`src/rtl/vi_pkg.sv`:
```
package vi_pkg;
    localparam int LVL_W = 3;
    localparam int N_LVL = 7;
    localparam int VEC_W = 8;

    typedef enum logic [1:0] {
        ST_IDLE  = 2'd0,
        ST_RESP  = 2'd1,
        ST_FWD   = 2'd2,
        ST_DRAIN = 2'd3
    } ack_st_e;

    typedef struct packed {
        ack_st_e            st;
        logic               dtack_n;
        logic               iackout_n;
        logic               oe;
        logic [VEC_W-1:0]   vec;
    } ack_regs_t;
endpackage

```
`src/rtl/vi_sync.sv`:
```
module vi_sync #(
    parameter int              W       = 1,
    parameter int              STAGES  = 2,
    parameter logic [W-1:0]    RST_VAL = '0
) (
    input  logic         clk,
    input  logic         rst_n,
    input  logic [W-1:0] d_i,
    output logic [W-1:0] q_o
);
    logic [W-1:0] stg_q [STAGES];

    always_ff @(posedge clk or negedge rst_n) begin
        if (!rst_n) begin
            for (int i = 0; i < STAGES; i++) stg_q[i] <= RST_VAL;
        end else begin
            stg_q[0] <= d_i;
            for (int i = 1; i < STAGES; i++) stg_q[i] <= stg_q[i-1];
        end
    end

    assign q_o = stg_q[STAGES-1];
endmodule

```
`src/rtl/vi_request.sv`:
```
module vi_request
    import vi_pkg::*;
(
    input  logic             clk,
    input  logic             rst_n,
    input  logic             req_i,
    input  logic [LVL_W-1:0] level_i,
    input  logic             serve_i,
    output logic             pending_o,
    output logic [N_LVL-1:0] irq_n_o
);
    typedef struct packed {
        logic             pend;
        logic [N_LVL-1:0] irq_n;
    } rq_regs_t;

    rq_regs_t         rq_d, rq_q;
    logic [N_LVL-1:0] lvl_sel;
    logic             lvl_on;

    // one-hot decode of the configured level
    for (genvar g = 0; g < N_LVL; g++) begin : g_dec
        assign lvl_sel[g] = (level_i == LVL_W'(g + 1));
    end

    assign lvl_on = |lvl_sel;

    always_comb begin
        rq_d = rq_q;
        if (serve_i)          rq_d.pend = 1'b0;
        if (req_i && lvl_on)  rq_d.pend = 1'b1;
        if (!lvl_on)          rq_d.pend = 1'b0;
        rq_d.irq_n = ~(lvl_sel & {N_LVL{rq_d.pend}});
    end

    always_ff @(posedge clk or negedge rst_n) begin
        if (!rst_n) begin
            rq_q.pend  <= 1'b0;
            rq_q.irq_n <= '1;
        end else begin
            rq_q <= rq_d;
        end
    end

    assign pending_o = rq_q.pend;
    assign irq_n_o   = rq_q.irq_n;

    AST_ONE_LINE: assert property (@(posedge clk) disable iff (!rst_n)
        $countones(~irq_n_o) <= 1);

    AST_LVL0_QUIET: assert property (@(posedge clk) disable iff (!rst_n)
        ($past(level_i) == '0) |-> (irq_n_o == '1));
endmodule

```
`src/rtl/vi_ack_fsm.sv`:
```
module vi_ack_fsm
    import vi_pkg::*;
(
    input  logic             clk,
    input  logic             rst_n,
    input  logic             iack_n_i,
    input  logic             iackin_n_i,
    input  logic             as_n_i,
    input  logic             ds_n_i,
    input  logic [LVL_W-1:0] ack_lvl_i,
    input  logic [LVL_W-1:0] level_i,
    input  logic             pending_i,
    input  logic [VEC_W-1:0] vector_i,
    output logic             serve_o,
    output logic             dtack_n_o,
    output logic             iackout_n_o,
    output logic             data_oe_o,
    output logic [VEC_W-1:0] data_o
);
    ack_regs_t fsm_d, fsm_q;
    logic      ack_cyc;
    logic      ours;

    assign ack_cyc = !iack_n_i && !iackin_n_i && !as_n_i && !ds_n_i;
    assign ours    = pending_i && (level_i != '0) && (ack_lvl_i == level_i);

    always_comb begin
        fsm_d   = fsm_q;
        serve_o = 1'b0;
        unique case (fsm_q.st)
            ST_IDLE: begin
                if (ack_cyc) begin
                    if (ours) begin
                        fsm_d.st      = ST_RESP;
                        fsm_d.dtack_n = 1'b0;
                        fsm_d.oe      = 1'b1;
                        fsm_d.vec     = vector_i;
                        serve_o       = 1'b1;
                    end else begin
                        fsm_d.st        = ST_FWD;
                        fsm_d.iackout_n = 1'b0;
                    end
                end
            end
            ST_RESP: begin
                if (ds_n_i || iackin_n_i) begin
                    fsm_d.dtack_n = 1'b1;
                    fsm_d.oe      = 1'b0;
                    fsm_d.st      = iackin_n_i ? ST_IDLE : ST_DRAIN;
                end
            end
            ST_DRAIN: begin
                if (iackin_n_i) fsm_d.st = ST_IDLE;
            end
            ST_FWD: begin
                if (iackin_n_i) begin
                    fsm_d.iackout_n = 1'b1;
                    fsm_d.st        = ST_IDLE;
                end
            end
            default: fsm_d.st = ST_IDLE;
        endcase
    end

    always_ff @(posedge clk or negedge rst_n) begin
        if (!rst_n) begin
            fsm_q.st        <= ST_IDLE;
            fsm_q.dtack_n   <= 1'b1;
            fsm_q.iackout_n <= 1'b1;
            fsm_q.oe        <= 1'b0;
            fsm_q.vec       <= '0;
        end else begin
            fsm_q <= fsm_d;
        end
    end

    assign dtack_n_o   = fsm_q.dtack_n;
    assign iackout_n_o = fsm_q.iackout_n;
    assign data_oe_o   = fsm_q.oe;
    assign data_o      = fsm_q.oe ? fsm_q.vec : '0;

    AST_DTACK_HAS_DATA: assert property (@(posedge clk) disable iff (!rst_n)
        !dtack_n_o |-> data_oe_o);

    AST_ANSWER_OR_PASS: assert property (@(posedge clk) disable iff (!rst_n)
        !(!dtack_n_o && !iackout_n_o));

    AST_VEC_HELD: assert property (@(posedge clk) disable iff (!rst_n)
        (data_oe_o && $past(data_oe_o)) |-> $stable(data_o));
endmodule

```
`src/rtl/irq_interrupter.sv`:
```
module irq_interrupter
    import vi_pkg::*;
#(
    parameter int SYNC_STAGES = 2
) (
    input  logic             clk,
    input  logic             rst_n,
    input  logic             req_i,
    input  logic [2:0]       level_i,
    input  logic [7:0]       vector_i,
    input  logic             iack_n_i,
    input  logic             iackin_n_i,
    input  logic             as_n_i,
    input  logic             ds0_n_i,
    input  logic [2:0]       ack_lvl_i,
    output logic [6:0]       irq_n_o,
    output logic             iackout_n_o,
    output logic             dtack_n_o,
    output logic [7:0]       data_o,
    output logic             data_oe_o
);
    localparam int CTL_W = 4;

    logic [CTL_W-1:0] ctl_s;
    logic [LVL_W-1:0] lvl_s;
    logic             serve_w;
    logic             pending_w;

    vi_sync #(.W(CTL_W), .STAGES(SYNC_STAGES), .RST_VAL('1)) u_ctl_sync (
        .clk  (clk),
        .rst_n(rst_n),
        .d_i  ({iack_n_i, iackin_n_i, as_n_i, ds0_n_i}),
        .q_o  (ctl_s)
    );

    vi_sync #(.W(LVL_W), .STAGES(SYNC_STAGES), .RST_VAL('0)) u_lvl_sync (
        .clk  (clk),
        .rst_n(rst_n),
        .d_i  (ack_lvl_i),
        .q_o  (lvl_s)
    );

    vi_request u_req (
        .clk      (clk),
        .rst_n    (rst_n),
        .req_i    (req_i),
        .level_i  (level_i),
        .serve_i  (serve_w),
        .pending_o(pending_w),
        .irq_n_o  (irq_n_o)
    );

    vi_ack_fsm u_fsm (
        .clk        (clk),
        .rst_n      (rst_n),
        .iack_n_i   (ctl_s[3]),
        .iackin_n_i (ctl_s[2]),
        .as_n_i     (ctl_s[1]),
        .ds_n_i     (ctl_s[0]),
        .ack_lvl_i  (lvl_s),
        .level_i    (level_i),
        .pending_i  (pending_w),
        .vector_i   (vector_i),
        .serve_o    (serve_w),
        .dtack_n_o  (dtack_n_o),
        .iackout_n_o(iackout_n_o),
        .data_oe_o  (data_oe_o),
        .data_o     (data_o)
    );

    AST_PASS_NEEDS_CHAIN: assert property (@(posedge clk) disable iff (!rst_n)
        !iackout_n_o |-> !$past(ctl_s[2]));

    AST_SERVE_DROPS_LINE: assert property (@(posedge clk) disable iff (!rst_n)
        $fell(dtack_n_o) |-> (irq_n_o == '1 || $past(req_i)));
endmodule

```
`config.mk`:
```
export PLATFORM = sky130hd
export DESIGN_NAME = irq_interrupter
export DESIGN_NICKNAME = d
export VERILOG_FILES = /design/src/rtl/vi_pkg.sv /design/src/rtl/vi_sync.sv /design/src/rtl/vi_request.sv /design/src/rtl/vi_ack_fsm.sv /design/src/rtl/irq_interrupter.sv
export SDC_FILE = /design/constraint.sdc
export NUM_CORES = 1
export LEC_CHECK = 0
export BUFFER_PORTS_ARGS = -buffer_cell sky130_fd_sc_hd__clkbuf_2
export CAP_MARGIN = 20
export CORE_MARGIN = 2
export CORE_UTILIZATION = 30
export CTS_BUF_LIST = sky130_fd_sc_hd__clkbuf_4
export DETAILED_ROUTE_END_ITERATION = 8
export PLACE_DENSITY = 0.6
export SKIP_CTS_REPAIR_TIMING = 1
export SYNTH_ARGS = -nofsm -noshare
export SYNTH_HDL_FRONTEND = slang
export SYNTH_HIERARCHICAL = 1
export SYNTH_SLANG_ARGS = --single-unit
```
`constraint.sdc`:
```
create_clock -name clk -period 2.7 [get_ports clk]
set_input_delay 0.54 -clock clk [delete_from_list [all_inputs] [get_ports clk]]
set_output_delay 0.54 -clock clk [all_outputs]
set_load 0.01 [all_outputs]
```
## Word level (Yosys, flattened, before mapping)

Cells that the tools add are included.

- Equal/unequal tests: 17
- Multiplexer cells: 21
- Bitwise gates (word level): 2
- Reduce and logical (&&, ||, !) cells: 21

Operators by type and width:

| kind | number |
|---|---|
| 13-bit two-way mux | 1 |
| 3-bit equality test, second input constant | 4 |
| 1-bit two-way mux | 10 |
| 9-bit two-way mux | 1 |
| 8-bit two-way mux | 1 |
| 2-bit by 1-bit != test with 1-bit output, second input constant | 4 |
| 4-bit AND reduction | 2 |
| 7-bit AND | 1 |
| 7-bit inverter | 1 |
| 7-bit OR reduction | 1 |
| 3-bit by 2-bit equality test with 1-bit output, second input constant | 2 |
| 1-bit logical AND | 6 |
| 2-bit two-way mux | 3 |
| 1-bit one-hot mux with 2 select lines | 3 |
| 2-bit one-hot mux with 3 select lines | 1 |
| 3-bit AND reduction | 2 |
| 2-bit equality test, second input constant | 2 |
| 1-bit zero test | 4 |
| 2-bit != test, second input constant | 2 |
| 2-bit nonzero test | 2 |
| 3-bit by 1-bit equality test with 1-bit output, second input constant | 1 |
| 3-bit equality test | 1 |
| 3-bit two-way mux | 1 |
| 3-bit nonzero test | 1 |
| other kinds (4) | 4 |

- Register bits: 35
- Input port bits: 21
- Output and inout port bits: 18
- Word-level logic and storage cells: 72

## Depth between registers and ports, before layout

- Depth after elaboration: 11
- Gate-level depth with buffers: 7
- Mapped depth without buffers: 5

## Modules after synthesis

Netlist, hierarchy kept.

By module, submodules not included:

| module | times used | cells an instance | area each (um2) |
|---|---|---|---|
| vi_ack_fsm | 1 | 53 | 656.9 |
| vi_request | 1 | 23 | 317.8 |
| vi_sync at u_ctl_sync | 1 | 12 | 240.2 |
| vi_sync at u_lvl_sync | 1 | 9 | 172.7 |

## Worst setup path before layout

OpenSTA, ideal clock, no wires.

- Path type: register to register
- From: reg u_ctl_sync.stg_q (netlist bit u_ctl_sync/q_o[3])
- To: reg u_fsm/fsm_q[0] (netlist bit)
- Setup time: 125 ps
- Arrival time: 1511 ps
- Data required time: 2575 ps
- Slack: 1064 ps
- Cell stages (with the launch flop): 7
- Buffers on the path: 2
- Clock period less this slack: 1636 ps
- Path through: dfstp_2 > buf_4 > nor4_2 > nand2_1 > nor3_2 > buf_6 > mux2_4

- Cells in the longest elaborated chain, start to end: 5

RTL lines:

| what | RTL line | text |
|---|---|---|
| start: declaration | vi_sync.sv:11 | `logic [W-1:0] stg_q [STAGES];` |
| 1-bit zero test | vi_ack_fsm.sv:24 | `assign ack_cyc = !iack_n_i && !iackin_n_i && !as_n_i && !ds_n_i;` |
| 1-bit logical AND (3 in series) | vi_ack_fsm.sv:24 |  |
| 3-bit AND reduction (no line) | - |  |
| end signal: assignment | vi_ack_fsm.sv:73 | `fsm_q <= fsm_d;` |
| end: declaration | vi_ack_fsm.sv:20 | `ack_regs_t fsm_d, fsm_q;` |

Every way passes these cells.
A chain may end at the register's enable or synchronous reset.

## Final worst setup path

- From: reg u_fsm.fsm_q (netlist bit u_fsm/data_oe_o)
- To: out data_o[1]

- Cells in the longest elaborated chain, start to end: 1

RTL lines:

| what | RTL line | text |
|---|---|---|
| 8-bit two-way mux | vi_ack_fsm.sv:80 | `assign data_o = fsm_q.oe ? fsm_q.vec : '0;` |
| end: declaration | irq_interrupter.sv:19 | `output logic [7:0] data_o,` |

Every way passes these cells.

==> results.sh <==
export IMPL_status="finished clean"
export IMPL_viasPerCell=4.37
export IMPL_crit_chain="and2_1 -> clkbuf_2"
export IMPL_synthMuxAreaShare_pct=8.39
export IMPL_syn_num_nets=118
export IMPL_fin_area_um2=1620
export IMPL_finalSetupViolations=0
export IMPL_hold_path_class="in2async"
export IMPL_grt_busiest_layer="met2"
export IMPL_cts_sinks=35
export IMPL_r2r_end="u_fsm/fsm_q[1]"
export IMPL_critPathTopFamily="flip-flops"
export IMPL_grt_overflow=0
export IMPL_final_cell_mix="38 x clkbuf_2, 18 x dfrtp_1, 17 x dfstp_2"
export IMPL_finish_net_count=154
export IMPL_worstPathRequired_ns=2.16
export IMPL_period_share_pct=61.4
export IMPL_synth_top_family_by_area="compound AO/OA/AOI/OAI gates"
export IMPL_critPathLaunchType="flip-flop"
export IMPL_ys_types=29
export IMPL_synth_simple_gate_area_share_pct=9.20
export IMPL_cts_path_max_buffers=2
export IMPL_tightest_slew_ns=0.812
export IMPL_critPathSlowestCell="dfrtp_1"
export IMPL_yosys_register_bits=35
export IMPL_synth_seq_area_share_pct=64.7
export IMPL_grt_total_usage_pct=10.0
export IMPL_finalHoldViolCount=0
export IMPL_yosys_area_top_type="dfrtp_1"
export IMPL_num_io_pins=39
export IMPL_cp_max_fo=10
export IMPL_setup_tns_ns=0
export IMPL_placed_cell_area_um2=1570
export IMPL_numPlacedInstances=178
export IMPL_skew_ns=0.00987
export IMPL_rrSetupSlack_ns=1.08
export IMPL_drt_wl_total_mm=2.25
export IMPL_whs_ns=0.285
export IMPL_initial_core_util_pct=31.4
export IMPL_reg2reg_from="u_fsm/fsm_q[12]"
export IMPL_slew_headroom_pct=45.9
export IMPL_synthTopCellsByArea="dfrtp_1 32%, dfstp_2 32%, mux2_4 7.6%, buf_4 3.8%, o2111ai_1 3.8%"
export IMPL_io_buffers=38
export IMPL_leakage_nw=0.761
export IMPL_fmax_mhz=604
export IMPL_rsz0062_at_grt="no"
export IMPL_regArea_um2=897
export IMPL_synth_area_um2=1390
export IMPL_drv_cap=0
export IMPL_cpPeakStageDelay_ns=0.49
export IMPL_crit_type="reg2out"
export IMPL_die_w_um=72.0
export IMPL_row_count=24
export IMPL_hpwl_mm=1.70
export IMPL_met1_usage_pct=10.6
export IMPL_crit_buf_inv=1
export IMPL_syn_avg_cell_area_um2=14.3
export IMPL_area_growth_pct=17.0
export IMPL_synth_xor_area_share_pct=1.26
export IMPL_clkLatencyLatePin_ns=0.33
export IMPL_dr_total_vias=812
export IMPL_synth_top_area_share_pct=32.5
export IMPL_die_area_um2=5190
export IMPL_coreArea_um2=4410
export IMPL_cp_end_kind="output port"
export IMPL_cts_root_buffer="clkbuf_4"
export IMPL_stdcell_count=186
export IMPL_grt_util_met3_pct=4.31
export IMPL_first_pass_iters=2
export IMPL_cts_buffers=5
export IMPL_die_h_um=72.0
export IMPL_drv_slew=0
export IMPL_h_tree_depth=2
export IMPL_gp_congestion=0.701
export IMPL_min_period_ns=1.66
export IMPL_antenna_found_initial=0
export IMPL_wl_per_cell_um=12.1
export IMPL_p_per_area_nw_per_um2=634
export IMPL_synth_compound_area_share_pct=9.38
export IMPL_cts_tree="yes"
export IMPL_ys_warnings_count=6
export IMPL_path_clk_slew_ns=0.10
export IMPL_grt_pass1_vias=849
export IMPL_fill_cells=437
export IMPL_antenna_cells=0
export IMPL_r2r_cells=5
export IMPL_cp_arrival_ns=1.12
export IMPL_drive_gt1_share_pct=58.2
export IMPL_drc_errors=0
export IMPL_mostFrequentLayoutCell="clkbuf_2"
export IMPL_multi_input_area_um2=392
export IMPL_postSynthCellCount=97
export IMPL_grt_max_degree=36
export IMPL_drtIter0Drc=40
export IMPL_ir_worst_vdd_v=0.000241
export IMPL_ant_nets=0
export IMPL_grtUsageMet2_pct=16.6
export IMPL_synth_adder_area_share_pct=0
export IMPL_grt_pass1_wl_mm=3.86
## sequential cells by signal (all words and copies together) (netlist names), 3 cells and up
| signal | flops |
|---|---|
| u_ctl_sync/q_o | 4 |
| u_lvl_sync/q_o | 3 |
| u_lvl_sync/stg_q | 3 |
| u_req/irq_n_o | 7 |
| u_ctl_sync/stg_q | 4 |
| u_fsm/fsm_q | 10 |
## logic make-up after synthesis
kind of cell	Yosys count
xor+xnor	2
mux	8
flops	35
compound gates	16
simple gates	21
buf+inv	15
## how the worst max path moves through the flow
stage	from	cells after the start	end
after floorplan	u_ctl_sync/q_o[3]	6	u_fsm/fsm_q[0]
after global placement	level_i[2]	6	u_fsm/fsm_q[1]
after detailed placement	level_i[2]	6	u_fsm/fsm_q[1]
after CTS	u_fsm/data_oe_o	2	data_o[1]
after global routing	u_fsm/fsm_q[12]	5	u_fsm/fsm_q[1]
final	u_fsm/data_oe_o	2	data_o[1]
## area by class of cell
cell class	instances	share of cell area (%)
inverter	5	1.16
sequential	35	55.3
multi-input combinational	47	24.1
clock inverter	3	0.925
tap	52	4.01
clock buffer	5	2.31
timing repair buffer	39	12.2
## where the power goes
group          total, mW  internal [mW]  switching (mW)
logic              0.157         0.0804          0.0771
clock network      0.257         0.0967           0.160
registers          0.615          0.585          0.0299
total               1.03          0.762           0.267
## Yosys cell counts
| master | count |
|---|---|
| nor3_2 | 1 |
| o21ai_2 | 1 |
| nand2b_1 | 1 |
| and2_1 | 8 |
| nor4_2 | 1 |
| o21bai_1 | 2 |
| buf_4 | 7 |
| inv_1 | 5 |
| nand3_1 | 1 |
| nand2_1 | 2 |
| o211ai_1 | 1 |
| a21oi_1 | 1 |
| mux2_4 | 7 |
| nor3b_1 | 1 |
| dfrtp_1 | 18 |
| o2bb2ai_1 | 1 |
| nor2_1 | 4 |
| xnor2_1 | 2 |
| nor3_1 | 1 |
| o21ai_0 | 1 |
| a2bb2oi_1 | 1 |
| buf_6 | 2 |
| mux2_2 | 1 |
| o2111ai_1 | 6 |
| nor2b_2 | 1 |
| dfstp_2 | 17 |
| clkbuf_2 | 1 |
| o21ba_2 | 1 |
| a21o_2 | 1 |
## through the flow
stage                     setup WS, ns  utilization, %  total power [mW]
final                             1.04            36.8              1.03
after detailed placement         0.799            35.6             0.786
after floorplan                   1.06               -             0.716
after CTS                         1.02            36.8              1.05
after global placement           0.842            35.6             0.779
after global routing             0.930            36.8              1.10
## routing by layer
metal  routed length, um  vias up  share of wire, %
met3                 184        5               8.2
met5                   0        -                 0
met1                 862      383                38
met2                1160       24                51
li1                    -      400                 -
met4                  51        0               2.3
Note: power is estimated with default switching activity, not from simulation.
